===== config.mk =====
export PLATFORM = sky130hd
export DESIGN_NAME = uart_line_status
export DESIGN_NICKNAME = d
export VERILOG_FILES = /design/src/rtl/uart_line_status.sv
export SDC_FILE = /design/constraint.sdc
export NUM_CORES = 1
export LEC_CHECK = 0
export CAP_MARGIN = 20
export CORE_UTILIZATION = 50
export CTS_CLUSTER_SIZE = 12
export DETAILED_ROUTE_END_ITERATION = 12
export PLACE_DENSITY = 0.68
export SLEW_MARGIN = 40
export SYNTH_ARGS = -nofsm -noshare
export SYNTH_HDL_FRONTEND = slang
export SYNTH_SLANG_ARGS = --single-unit

===== constraint.sdc =====
create_clock -name clk -period 4.9 [get_ports clk]
set_clock_uncertainty 0.05 [all_clocks]
set_input_delay 1.47 -clock clk [delete_from_list [all_inputs] [get_ports clk]]
set_output_delay 1.47 -clock clk [all_outputs]
set_load 0.02 [all_outputs]

===== src/rtl/uart_line_status.sv =====
module uart_line_status #(
  parameter int OSR         = 16,
  parameter int DATA_BITS   = 8,
  parameter int PARITY_BITS = 1,
  parameter int STOP_BITS   = 1,
  parameter int RX_DEPTH    = 16,
  parameter int TX_DEPTH    = 16
) (
  input  logic                 clk,
  input  logic                 rst_n,
  input  logic                 fifo_mode,
  input  logic                 rls_ie,
  input  logic                 sample_tick,
  input  logic                 rx_line,
  input  logic                 rx_valid,
  input  logic [DATA_BITS-1:0] rx_data,
  input  logic                 rx_perr,
  input  logic                 rx_ferr,
  input  logic                 rx_pop,
  input  logic                 lsr_rd,
  input  logic                 thr_wr,
  input  logic                 tx_load,
  input  logic                 tsr_busy,
  output logic [7:0]           lsr,
  output logic [DATA_BITS-1:0] rx_head,
  output logic                 rls_irq,
  output logic                 rx_armed
);

  localparam int FRAME_BITS = 1 + DATA_BITS + PARITY_BITS + STOP_BITS;
  localparam int BRK_TICKS  = FRAME_BITS * OSR;
  localparam int HALF_TICKS = OSR / 2;
  localparam int LW = $clog2(BRK_TICKS + 1);
  localparam int HW = $clog2(HALF_TICKS + 1);
  localparam int AW = $clog2(RX_DEPTH);
  localparam int CW = $clog2(RX_DEPTH + 1);
  localparam int TW = $clog2(TX_DEPTH + 1);
  localparam int EW = DATA_BITS + 3;

  logic [EW-1:0] mem [RX_DEPTH];
  logic [AW-1:0] wp, rp;
  logic [CW-1:0] cnt, tag_cnt;
  logic [LW-1:0] low_cnt;
  logic [HW-1:0] hi_cnt;
  logic [TW-1:0] tx_cnt;
  logic          brk_hold, head_seen, ovr, err_sum;

  wire low_tick = sample_tick && !rx_line;
  wire hi_tick  = sample_tick && rx_line;
  wire brk_fire = low_tick && !brk_hold && (low_cnt == LW'(BRK_TICKS));
  wire rearm    = hi_tick && brk_hold && (hi_cnt == HW'(HALF_TICKS - 1));

  wire [CW-1:0] rx_cap   = fifo_mode ? CW'(RX_DEPTH) : CW'(1);
  wire          push_req = brk_fire || (rx_valid && !brk_hold);
  wire [EW-1:0] push_ent = brk_fire ? {1'b1, 2'b00, {DATA_BITS{1'b0}}}
                                    : {1'b0, rx_ferr, rx_perr, rx_data};
  wire          full     = cnt >= rx_cap;
  wire          push     = push_req && !full;
  wire          pop      = rx_pop && (cnt != '0);
  wire [EW-1:0] head     = mem[rp];
  wire          push_tag = |push_ent[EW-1:DATA_BITS];
  wire          pop_tag  = |head[EW-1:DATA_BITS];
  wire [2:0]    head_tags = ((cnt != '0) && !head_seen) ? head[EW-1:DATA_BITS] : 3'b000;

  wire [TW-1:0] tx_cap = fifo_mode ? TW'(TX_DEPTH) : TW'(1);
  wire          tx_inc = thr_wr && (tx_cnt < tx_cap);
  wire          tx_dec = tx_load && (tx_cnt != '0);

  always_ff @(posedge clk or negedge rst_n) begin
    if (!rst_n) begin
      low_cnt  <= '0;
      hi_cnt   <= '0;
      brk_hold <= 1'b0;
    end else begin
      if (low_tick)
        low_cnt <= (low_cnt == LW'(BRK_TICKS)) ? low_cnt : low_cnt + LW'(1);
      else if (hi_tick)
        low_cnt <= '0;

      if (brk_fire)   brk_hold <= 1'b1;
      else if (rearm) brk_hold <= 1'b0;

      if (!brk_hold || low_tick) hi_cnt <= '0;
      else if (hi_tick)          hi_cnt <= hi_cnt + HW'(1);
    end
  end

  always_ff @(posedge clk) begin
    if (push) mem[wp] <= push_ent;
  end

  always_ff @(posedge clk or negedge rst_n) begin
    if (!rst_n) begin
      wp        <= '0;
      rp        <= '0;
      cnt       <= '0;
      tag_cnt   <= '0;
      head_seen <= 1'b0;
      ovr       <= 1'b0;
      err_sum   <= 1'b0;
      tx_cnt    <= '0;
    end else begin
      if (push) wp <= (wp == AW'(RX_DEPTH - 1)) ? '0 : wp + AW'(1);
      if (pop)  rp <= (rp == AW'(RX_DEPTH - 1)) ? '0 : rp + AW'(1);
      cnt     <= cnt + CW'(push) - CW'(pop);
      tag_cnt <= tag_cnt + CW'(push && push_tag) - CW'(pop && pop_tag);

      if (pop || cnt == '0) head_seen <= 1'b0;
      else if (lsr_rd)      head_seen <= 1'b1;

      if (push_req && full) ovr <= 1'b1;
      else if (lsr_rd)      ovr <= 1'b0;

      if (push && push_tag)               err_sum <= 1'b1;
      else if (lsr_rd && tag_cnt == '0)   err_sum <= 1'b0;

      tx_cnt <= tx_cnt + TW'(tx_inc) - TW'(tx_dec);
    end
  end

  assign lsr = {fifo_mode && err_sum,
                (tx_cnt == '0) && !tsr_busy,
                tx_cnt == '0,
                head_tags,
                ovr,
                cnt != '0};
  assign rx_head  = (cnt != '0) ? head[DATA_BITS-1:0] : '0;
  assign rls_irq  = rls_ie && (ovr || (|head_tags));
  assign rx_armed = !brk_hold;

endmodule



# Yosys cells after proc, flatten, opt, wreduce, memory -nomap -nowiden
# Memories as Yosys holds them, arrays and structs flattened.
# Index checks and enable logic that the tools add are counted.
# Widths: inputs -> output; s select.
[op_classes]
magnitude_cmp = 2
n_mux = 21
n_reduce_logical = 43
add_sub_neg = 10
eq_ne = 5
[op_table]
columns = ["operator", "n"]
rows = [
  ["$mux 8", 4],
  ["$logic_and 1x1->1", 19],
  ["$mux 4", 4],
  ["$add 5x1->5", 3],
  ["$logic_not 5->1", 3],
  ["$sub 5x1->5", 3],
  ["$add 4x1->4 const B", 3],
  ["$reduce_bool 2->1", 6],
  ["$mux 11", 1],
  ["$mux 1", 10],
  ["$reduce_bool 5->1", 2],
  ["$reduce_or 3->1", 3],
  ["$add 8x1->8 const B", 1],
  ["$eq 4x4->1 const B", 2],
  ["$eq 8x8->1 const B", 1],
  ["$ge 5x5->1", 1],
  ["$logic_not 1->1", 5],
  ["$lt 5x5->1", 1],
  ["$mux 5", 1],
  ["$eq 4x3->1 const B", 1],
  ["$logic_or 1x1->1", 4],
  ["$mux 3", 1],
  ["$ne 2x2->1 const B", 1],
  ["$reduce_and 2->1", 1],
]
[word_totals]
output_inout_bits = 18
regBits = 39
mem_count = 1
ram_bits = 176
word_cells = 93
[memory_table]
columns = ["memory", "depth", "width", "read_ports", "rd_clocked_by_memory_dff", "write_ports", "line_no", "source"]
rows = [
  ["mem", 16, 11, 1, 0, 1, "40", "logic [EW-1:0] mem [RX_DEPTH];"],
]

# Logic depth before layout (Yosys ltp)
# Gate-level depths: netlist (run 1).
[logic_depth]
word_depth = 9
mapped_depth = 18

# Worst setup path before layout (run 1)
# No wires, ideal clock.
[synth_timing]
path_type = "input-to-reg"
from = "input fifo_mode"
to = "register tag_cnt[4]"
required_ps = 4725
path_buffers = 1
setup_slack_ps = 838
arrival_ps = 3887
path_stages = 18
path_cell_list = "inv_1 -> ha_1 -> inv_1 -> o2111ai_1 -> a21oi_1 -> a21boi_1 -> buf_2 -> o31ai_1 -> ha_1 -> inv_1 -> ha_1 -> inv_1 -> fa_1 -> inv_1 -> a21oi_1 -> nor2_1 -> nor2_1 -> xnor2_1"
[synth_via]
elab_chain_cells = 7
[synth_lines]
columns = ["element", "line_no", "source"]
rows = [
  ["start, declared", "11", "input logic fifo_mode,"],
  ["$mux 5", "53", "wire [CW-1:0] rx_cap = fifo_mode ? CW'(RX_DEPTH) : CW'(1);"],
  ["$ge 5x5->1", "57", "wire full = cnt >= rx_cap;"],
  ["$logic_not 1->1", "58", "wire push = push_req && !full;"],
  ["$logic_and 1x1->1", "58", ""],
  ["$logic_and 1x1->1", "106", "tag_cnt <= tag_cnt + CW'(push && push_tag) - CW'(pop && pop_tag);"],
  ["$add 5x1->5", "106", ""],
  ["$sub 5x1->5", "106", ""],
  ["end signal, assigned", "106", ""],
  ["end, declared", "42", "logic [CW-1:0] cnt, tag_cnt;"],
]
# Every way passes these cells.
# A chain may end at the register's enable or synchronous reset.

# Worst setup path in the final report (run 1)
[layout_timing]
from = "register rp[1]"
to = "output rls_irq"
[layout_via]
elab_chain_cells = 5
[layout_lines]
columns = ["element", "line_no", "source"]
rows = [
  ["start, declared", "41", "logic [AW-1:0] wp, rp;"],
  ["start signal, assigned", "104", "if (pop) rp <= (rp == AW'(RX_DEPTH - 1)) ? '0 : rp + AW'(1);"],
  ["$mem_v2 16x11", "n/a", ""],
  ["$mux 3", "63", "wire [2:0] head_tags = ((cnt != '0) && !head_seen) ? head[EW-1:DATA_BITS] : 3'b000;"],
  ["$reduce_or 3->1", "128", "assign rls_irq = rls_ie && (ovr || (|head_tags));"],
  ["$logic_or 1x1->1", "128", ""],
  ["$logic_and 1x1->1", "128", ""],
  ["end, declared", "26", "output logic rls_irq,"],
]
# Every way passes these cells.

==> run metrics, run 1 <==
crit path DAT=3.22 ns; Placed Instances=845; critical path's slowest cell=dfrtp_2; Critical Path Source Type=register; CTS HTree Levels=1; Clock Tree Buf Depth=3; Vias per Instance=5.73; placed wire-length estimate=12800 um; Sw Pwr=1.94 mW; Post-DP Area=10200 um2; Avg Inst Size Synth=16.7 um2; Final GP Congestion=0.805; # DRC=2; CP Cell Sequence=mux4_1 > clkinv_1 > o21ai_2 > or3_4 > a211oi_2 > nor2_1 > clkdlybuf4s50_1; Die X=139 um; largest net degree at the start of global routing=40; initial antenna violation count=0; Yosys warning count=0; post-synthesis compound-gate area fraction=3.10%; share of power burned in combinational logic=33.7%; Pwr Total=6.28 mW; crit path buf inv count=2; Initial Utilization=51.4%; clock network power share=27.4%; Post-Synthesis Net Count=617; xor/xnor cell area share of the yosys netlist=1.60%; Root Buffer=clkbuf_16; worst-margin pin slew=0.792 ns; vias in the first global route=5314; post-route antenna net violation count=0; Max VDD drop=0.000279 V; Hold Crit Class=reg2reg; final total negative setup slack=0 ns; die height=139 um; pre-CTS WS=0.160 ns; post-CTS setup buffer count=0; critical path endpoint category=output port; Worst-Skew Late Latency=0.50 ns; post-synthesis mux area share=13.2%; CP Class=reg2out; routed via count=5078; Synth Area in Simple Gates=6.71%; Crit path largest cell delay=0.74 ns; count of cell types in the netlist=45; status=complete, but fails checks; layout cells sized above 1=20.7%; mapped cell area=9320 um2; Post-synth EDFFs=176; WL/cell=21.6 um; setup repair after global routing missed its margin=no; crit-path max FO=19; Rel. slew slack=47.2%; post-synthesis register bit count=215; post_cts resized=0; Clock Sinks=215; final number of hold-violating endpoints=0; max frequency=0.211 GHz; family with the most delay on the worst path=flip-flops; top_reg_cell synth=edfxtp_1; Worst Path Required=3.38 ns; first-pass GRT wire length=30200 um; Tcrit/Tclk final=96.7%; fin worst setup slack=0.160 ns; power density over cell area=572 nW/um2; Num CTS Buffers=24; design area=11000 um2; DRT iter0 DRCs=399; Final Util=60.5%; Initial DRT Pass Iterations=9; Int Pwr=4.34 mW; failing checks=DRC; Net Sw Frac=30.9%; Slew Viols, Final=0; drt total wl=19100 um; largest family of logic cells by synthesized area=multiplexers; Hold Worst Slack=0.453 ns; GRT overflow=0; share of synthesized cell area in full adder, half adder and majority cells=5.07%; cell count after synthesis=559; Reg clk slew, reported paths=0.06 ns; CTS tree=done; Final min period=4.74 ns; final non-filler cell total=886; max_cap viols=0; I/O Pins=40; final setup vio count=0; DIE AREA=19200 um2; Post-synth ARST share=18.1%; antenna diode count=0; nets=700; GRT Total Usage=20.8%; sequential-to-total area share from yosys stat=67.2%; Leak=3.98 nW; Syn-to-layout area delta=17.7%; cts hold-fix bufs=0; Row Count=49; core area=18100 um2; sequential share of power=38.8%; # port buffers=39
-- cell type report --
cell class / count / area, um2
Fill cell: 1335 / 7180
Sequential cell: 215 / 6260
Multi-Input combinational cell: 278 / 2790
Timing Repair Buffer: 81 / 716
Clock buffer: 33 / 666
Tap cell: 229 / 287
Inverter: 42 / 158
Clock inverter: 8 / 92.6
-- power groups by stage --
| stage | registers [mW] | clock network [mW] | logic, mW |
|---|---|---|---|
| 6_report | 2.44 | 1.72 | 2.12 |
| 2_1_floorplan | 2.30 | 0 | 1.62 |
| 3_3_place_gp | 2.46 | 0 | 2.07 |
| 4_1_cts | 2.44 | 1.75 | 2.14 |
| 5_1_grt | 2.47 | 1.82 | 2.31 |
| 3_5_place_dp | 2.48 | 0 | 2.13 |
-- worst register-to-register path, delay by kind of cell (launching register included) --
family / cells / cell delay [ns]
DFF: 1 / 0.74
adders and majority gates: 3 / 0.85
buffers and inverters: 3 / 0.19
xor gates and xnor gates: 1 / 0.13
and+or+nand+nor: 3 / 0.24
muxes: 2 / 1.19
AOI/OAI and AO/OA: 2 / 0.20
-- cells in the mapped netlist (12+ instances only) --
master	instances	area share, %
nand2_1	17	0.68
nor2b_1	16	1.1
nand3_1	12	0.64
edfxtp_1	176	57
inv_1	41	1.7
ha_1	33	4.4
dfrtp_1	39	10
a21oi_1	18	0.97
mux4_2	50	12
and2_1	13	0.87
nor2_1	36	1.4
-- worst paths after layout --
path | startpoint | to | slack, ns | cells after the start
worst max-delay path | rp[1] | rls_irq | 0.16 | 7
worst min-delay path | tag_cnt[0] | tag_cnt[0] | 0.45 | 1
worst max register to register | rp[1] | tag_cnt[4] | 1.20 | 14
worst min register to register | tag_cnt[0] | tag_cnt[0] | 0.45 | 1
max in group asynchronous | rst_n | rp[0] | 3.49 | 1
min in group asynchronous | rst_n | wp[2] | 0.91 | 1
-- registers in the layout (all words and copies together) (netlist names) --
| name | flops |
|---|---|
| brk_hold | 1 |
| cnt | 5 |
| low_cnt | 8 |
| wp | 4 |
| tx_cnt | 5 |
| rp | 4 |
| mem | 176 |
| err_sum | 1 |
| hi_cnt | 4 |
| ovr | 1 |
| head_seen | 1 |
| tag_cnt | 5 |
-- layout by cell type (no fill, tap or decap), types with 3 or more instances in the layout --
cell type,instances
a21o_1,3
xor2_1,6
mux4_2,50
nand2b_1,8
nand3_1,12
clkdlybuf4s50_1,38
edfxtp_1,176
and2_1,13
clkinv_1,3
clkbuf_1,7
xnor2_1,11
o21ai_0,11
nor3_2,5
nor2b_1,16
mux4_1,3
nor2_1,36
nor3_1,4
o22ai_1,5
inv_1,41
ha_1,33
dfrtp_1,37
fa_1,3
nand2_1,17
clkbuf_16,25
buf_4,42
a21oi_1,18
-- kinds of logic after synthesis --
kind of cell	count (synthesis)
xor gates and xnor gates	17
AOI/OAI and AO/OA	48
muxes	55
DFF	215
adders and majority gates	36
buffers and inverters	66
and+or+nand+nor	122
-- per-layer routing --
metal | wire length, um | share of wire (%) | global-route usage [%] | vias up
met1 | 8320 | 44 | 28.7 | 2651
met2 | 9610 | 50 | 35.1 | 124
li1 | - | - | - | 2274
met4 | 354 | 1.9 | 5.14 | 0
met5 | 0 | 0 | 0 | -
met3 | 830 | 4.3 | 2.83 | 29
No activity file was read; power rests on OpenSTA's default activity.
==> run 2: changes to the inputs <==
==> constraint.sdc (replaced) <==
create_clock -name clk -period 4.9 [get_ports clk]
set_clock_uncertainty 0.05 [all_clocks]
set_input_delay 1.47 -clock clk [delete_from_list [all_inputs] [get_ports clk]]
set_output_delay 1.47 -clock clk [all_outputs]
set_load 0.1 [all_outputs]
==> run 2 against run 1 <==
  * The flow now finishes without violations
  * Non-clock buffer count grew 1
  * Largest cell class unchanged
  * Sequential power about the same
  * Die area unchanged
  * Critical path depth stayed put
  * Register-to-register slack worse by 0.16 ns
  * Critical endpoint unchanged
  * First-iteration DRC count down 4.5%
  * Via count decreased by 2.3%
  * Setup slack improved by 0.13 ns
  * Sequential share of layout area up 0.56 points
  * Final cell count grew 0.11%
==> run metrics, run 2 (synthesis gave the netlist of run 1 again) <==
hold_sp=tag_cnt[0]; # DRC=0; commonest cells after routing, fill and taps aside=176 x edfxtp_1, 57 x buf_4, 50 x mux4_2, 41 x inv_1; Clock Sinks=215; final setup vio count=0; critical path endpoint category=output port; Initial DRT Pass Iterations=4; Worst Path Required=3.38 ns; Num CTS Buffers=23; CTS HTree Levels=1; top flop regs=mem: 176 flops, low_cnt: 8 flops; Row Count=49; post-route antenna net violation count=0; power density over cell area=617 nW/um2; Final min period=4.61 ns; nets=700; core area=18100 um2; layout cells sized above 1=23.7%; Reg clk slew, reported paths=0.06 ns; Int Pwr=4.14 mW; placed wire-length estimate=12400 um; vias in the first global route=5250; Slew Viols, Final=0; Clock Tree Buf Depth=3; Rel. slew slack=49.1%; Leak=3.97 nW; sequential share of power=36.7%; worst-margin pin slew=0.764 ns; max FFs per register=176; GRT overflow=0; DRT iter0 DRCs=381; status=complete, no violations; routed via count=4960; crit path DAT=3.09 ns; cts hold-fix bufs=0; R2R Path Start=rp[1]; share of power burned in combinational logic=40.1%; first-pass GRT wire length=29300 um; # port buffers=39; Pwr Total=6.71 mW; commonest non-fill, non-tap cell in the layout=edfxtp_1; Worst-Skew Late Latency=0.50 ns; setup repair after global routing missed its margin=no; CTS tree=done; Critical Path Source Type=register; Hold Worst Slack=0.456 ns; Sw Pwr=2.56 mW; crit path from=rp[1]; die height=139 um; Max VDD drop=0.000387 V; Root Buffer=clkbuf_16; Initial Utilization=51.4%; Final GP Congestion=0.796; CP Class=reg2out; post-CTS setup buffer count=0; largest net degree at the start of global routing=40; drt total wl=18300 um; WL/cell=20.7 um; max_cap viols=0; clock network power share=23.2%; max frequency=0.217 GHz; crit-path max FO=26; Syn-to-layout area delta=16.6%; DIE AREA=19200 um2; Die X=139 um; GRT Total Usage=20.2%; Largest Register=mem; antenna diode count=0; final total negative setup slack=0 ns; initial antenna violation count=0; post_cts resized=0; I/O Pins=40; Tcrit/Tclk final=94.1%; Net Sw Frac=38.2%; final number of hold-violating endpoints=0; Hold Crit Class=reg2reg; Vias per Instance=5.59
-- run 2: per-stage QoR --
| step | cells | instance area, um2 | setup slack (ns) | utilization, % |
|---|---|---|---|---|
| floorplan | 559 | 9350 | 0.208 | - |
| global placement | 846 | 10200 | 0.278 | 56.3 |
| detailed placement | 846 | 10200 | 0.180 | 56.2 |
| CTS | 887 | 10900 | 0.226 | 59.9 |
| global route | 887 | 10900 | 0.0933 | 59.9 |
| finish | 887 | 10900 | 0.289 | 59.9 |
-- run 2: area by class of cell --
cell class                 instances  area, um2
inverter                          42        158
sequential                       215       6260
clock buffer                      36        644
timing repair buffer              82        668
multi-input combinational        278       2820
clock inverter                     5       27.5
fill                            1365       7280
tap                              229        287
-- run 2: worst paths after layout --
check,endpoint,slack (ns),cells past startpoint
worst max-delay path,rls_irq,0.29,7
worst min-delay path,tag_cnt[0],0.46,1
worst max register to register,tag_cnt[4],1.04,14
worst min register to register,tag_cnt[0],0.46,1
max in group asynchronous,rp[3],3.51,1
min in group asynchronous,hi_cnt[1],0.90,1
-- run 2: power groups by stage --
stage               clock network, mW  logic (mW)  registers (mW)
floorplan                           0        2.27            2.31
global placement                    0        2.65            2.49
detailed placement                  0        2.72            2.50
CTS                              1.59        2.73            2.47
global route                     1.65        2.89            2.50
finish                           1.55        2.69            2.46
-- run 2: per-layer routing --
metal  up-vias  global-route usage, %  wire (um)
li1       2272                      -          -
met4         0                   5.85        474
met5         -                      0          0
met2       104                   34.3       9220
met3        37                   3.00        706
met1      2547                   27.3       7930
-- run 2: worst max-delay path, cell delays in order (launching register included) --
cell      delay (ns)
dfrtp_2         0.86
mux4_2          0.60
nor2b_1         0.14
a21oi_1         0.26
nand3_1         0.18
a211oi_2        0.23
nor2_1          0.08
buf_4           0.23
==> run 3: changes to the inputs <==
==> constraint.sdc (replaced) <==
create_clock -name clk -period 4.6 [get_ports clk]
set_clock_uncertainty 0.05 [all_clocks]
set_input_delay 1.38 -clock clk [delete_from_list [all_inputs] [get_ports clk]]
set_output_delay 1.38 -clock clk [all_outputs]
set_load 0.1 [all_outputs]
==> run 3 against run 2 <==
  * Via count down 1.3%
  * Combinational power grew 8.9%
  * Routed wire length decreased by 0.67%
  * Global-route usage about the same
  * Largest cell class unchanged
  * Clock power increased by 6%
  * First-iteration DRC count shrank 31%
  * Register-to-register slack worse by 0.18 ns
  * Power up 7.0%
  * Setup slack lost 0.048 ns
==> run metrics, run 3 (synthesis gave the netlist of run 1 again) <==
critical path endpoint category=output port; Final GP Congestion=0.803; Clock Tree Buf Depth=3; max FFs per register=176; power density over cell area=658 nW/um2; die height=139 um; largest net degree at the start of global routing=40; Hold Crit Class=reg2reg; R2R Path Start=rp[1]; Vias per Instance=5.54; Final min period=4.36 ns; placed wire-length estimate=12500 um; I/O Pins=40; Die X=139 um; max frequency=0.229 GHz; Top Metal Used=met4; Initial DRT Pass Iterations=4; Max VDD drop=0.000491 V; commonest non-fill, non-tap cell in the layout=edfxtp_1; top flop regs=mem: 176 flops, low_cnt: 8 flops; Slew Viols, Final=0; CTS tree=done; antenna diode count=0; Critical Path Source Type=register; Syn-to-layout area delta=17.1%; design area=10900 um2; final total negative setup slack=0 ns; R2R setup slack=0.86 ns; DRT iter0 DRCs=263; Final Util=60.2%; Post-DP Area=10200 um2; Hold Worst Slack=0.476 ns; Clock Sinks=215; vias in the first global route=5253; DIE AREA=19200 um2; Reg clk slew, reported paths=0.06 ns; # port buffers=39; Leak=3.99 nW; met3 wire len=950 um; Tcrit/Tclk final=94.8%; # DRC=0; first-pass GRT wire length=29200 um; CTS HTree Levels=1; WL met1=7790 um; initial antenna violation count=0; max_cap viols=0; crit-path max FO=28; Register-to-Register Path Depth=16; GRT overflow=0; WL/cell=20.6 um; post-route antenna net violation count=0; fin worst setup slack=0.241 ns; Initial Utilization=51.4%; Row Count=49; routed via count=4895; core area=18100 um2; layout cells sized above 1=23.9%; worst-margin pin slew=0.674 ns; Num CTS Buffers=23; pre-CTS WS=-0.0348 ns; routed length on met2=8970 um; Rel. slew slack=55.1%; crit path DAT=2.93 ns; crit path to=rls_irq; status=complete, no violations; Worst Path Required=3.17 ns; Worst-Skew Late Latency=0.50 ns; CP Class=reg2out; final setup vio count=0; worst r2r dst=tag_cnt[4]; Root Buffer=clkbuf_16; GRT Total Usage=20.2%; crit path from=rp[1]; setup repair after global routing missed its margin=no; drt total wl=18200 um; Largest Register=mem; nets=700; final number of hold-violating endpoints=0; commonest cells after routing, fill and taps aside=176 x edfxtp_1, 55 x buf_4, 50 x mux4_2, 41 x inv_1
run 3: changes by cell type in the layout (fill, tap and decap cells not counted), sizes merged:
cell    change
clkbuf      -4
run 3: cell type report:
type,instances,area [um2]
Multi-Input combinational cell,278,2820
Inverter,42,158
Clock inverter,5,26.3
Timing Repair Buffer,82,723
Tap cell,229,287
Sequential cell,215,6270
Clock buffer,32,639
Fill cell,1347,7230
run 3: how the worst min path moves through the flow:
stage | slack, ns | end | cells after the start | startpoint
global placement | 0.44 | tag_cnt[0] | 1 | tag_cnt[0]
global route | 0.50 | tag_cnt[0] | 1 | tag_cnt[0]
CTS | 0.48 | tag_cnt[0] | 1 | tag_cnt[0]
finish | 0.48 | tag_cnt[0] | 1 | tag_cnt[0]
floorplan | 0.41 | err_sum | 2 | err_sum
detailed placement | 0.47 | err_sum | 2 | tag_cnt[0]
run 3: report_power, final:
group,switching (mW),internal (mW)
Sequential,0.280,2.33
Combinational,1.75,1.18
Clock,0.682,0.959
run 3: worst max-delay path, cell delays in order (launching register included):
cell	delay, ns
dfrtp_4	0.73
mux4_2	0.55
nor2b_1	0.14
a21oi_1	0.32
nand3_1	0.19
a211oi_2	0.21
nor2_1	0.10
buf_12	0.17
run 3: routing by layer:
metal / track usage (%) / vias to the layer above
met5: 0 / -
met4: 6.98 / 0
met3: 2.76 / 34
met2: 34.1 / 99
met1: 27.1 / 2492
li1: - / 2270
run 3: stage by stage:
step | total power, mW | instances
after floorplan | 4.89 | 559
after global placement | 5.53 | 846
after detailed placement | 5.61 | 846
after CTS | 7.26 | 883
after global routing | 7.55 | 883
final | 7.18 | 883
run 3: timing repair:
action / 4_1_cts / 5_1_grt
resized for setup: 1 / 0
buffers inserted: 0 / 0
hold buffers: 0 / 0
endpoints found under the hold margin: 0 / 0
endpoints found under the setup margin: 1 / 0
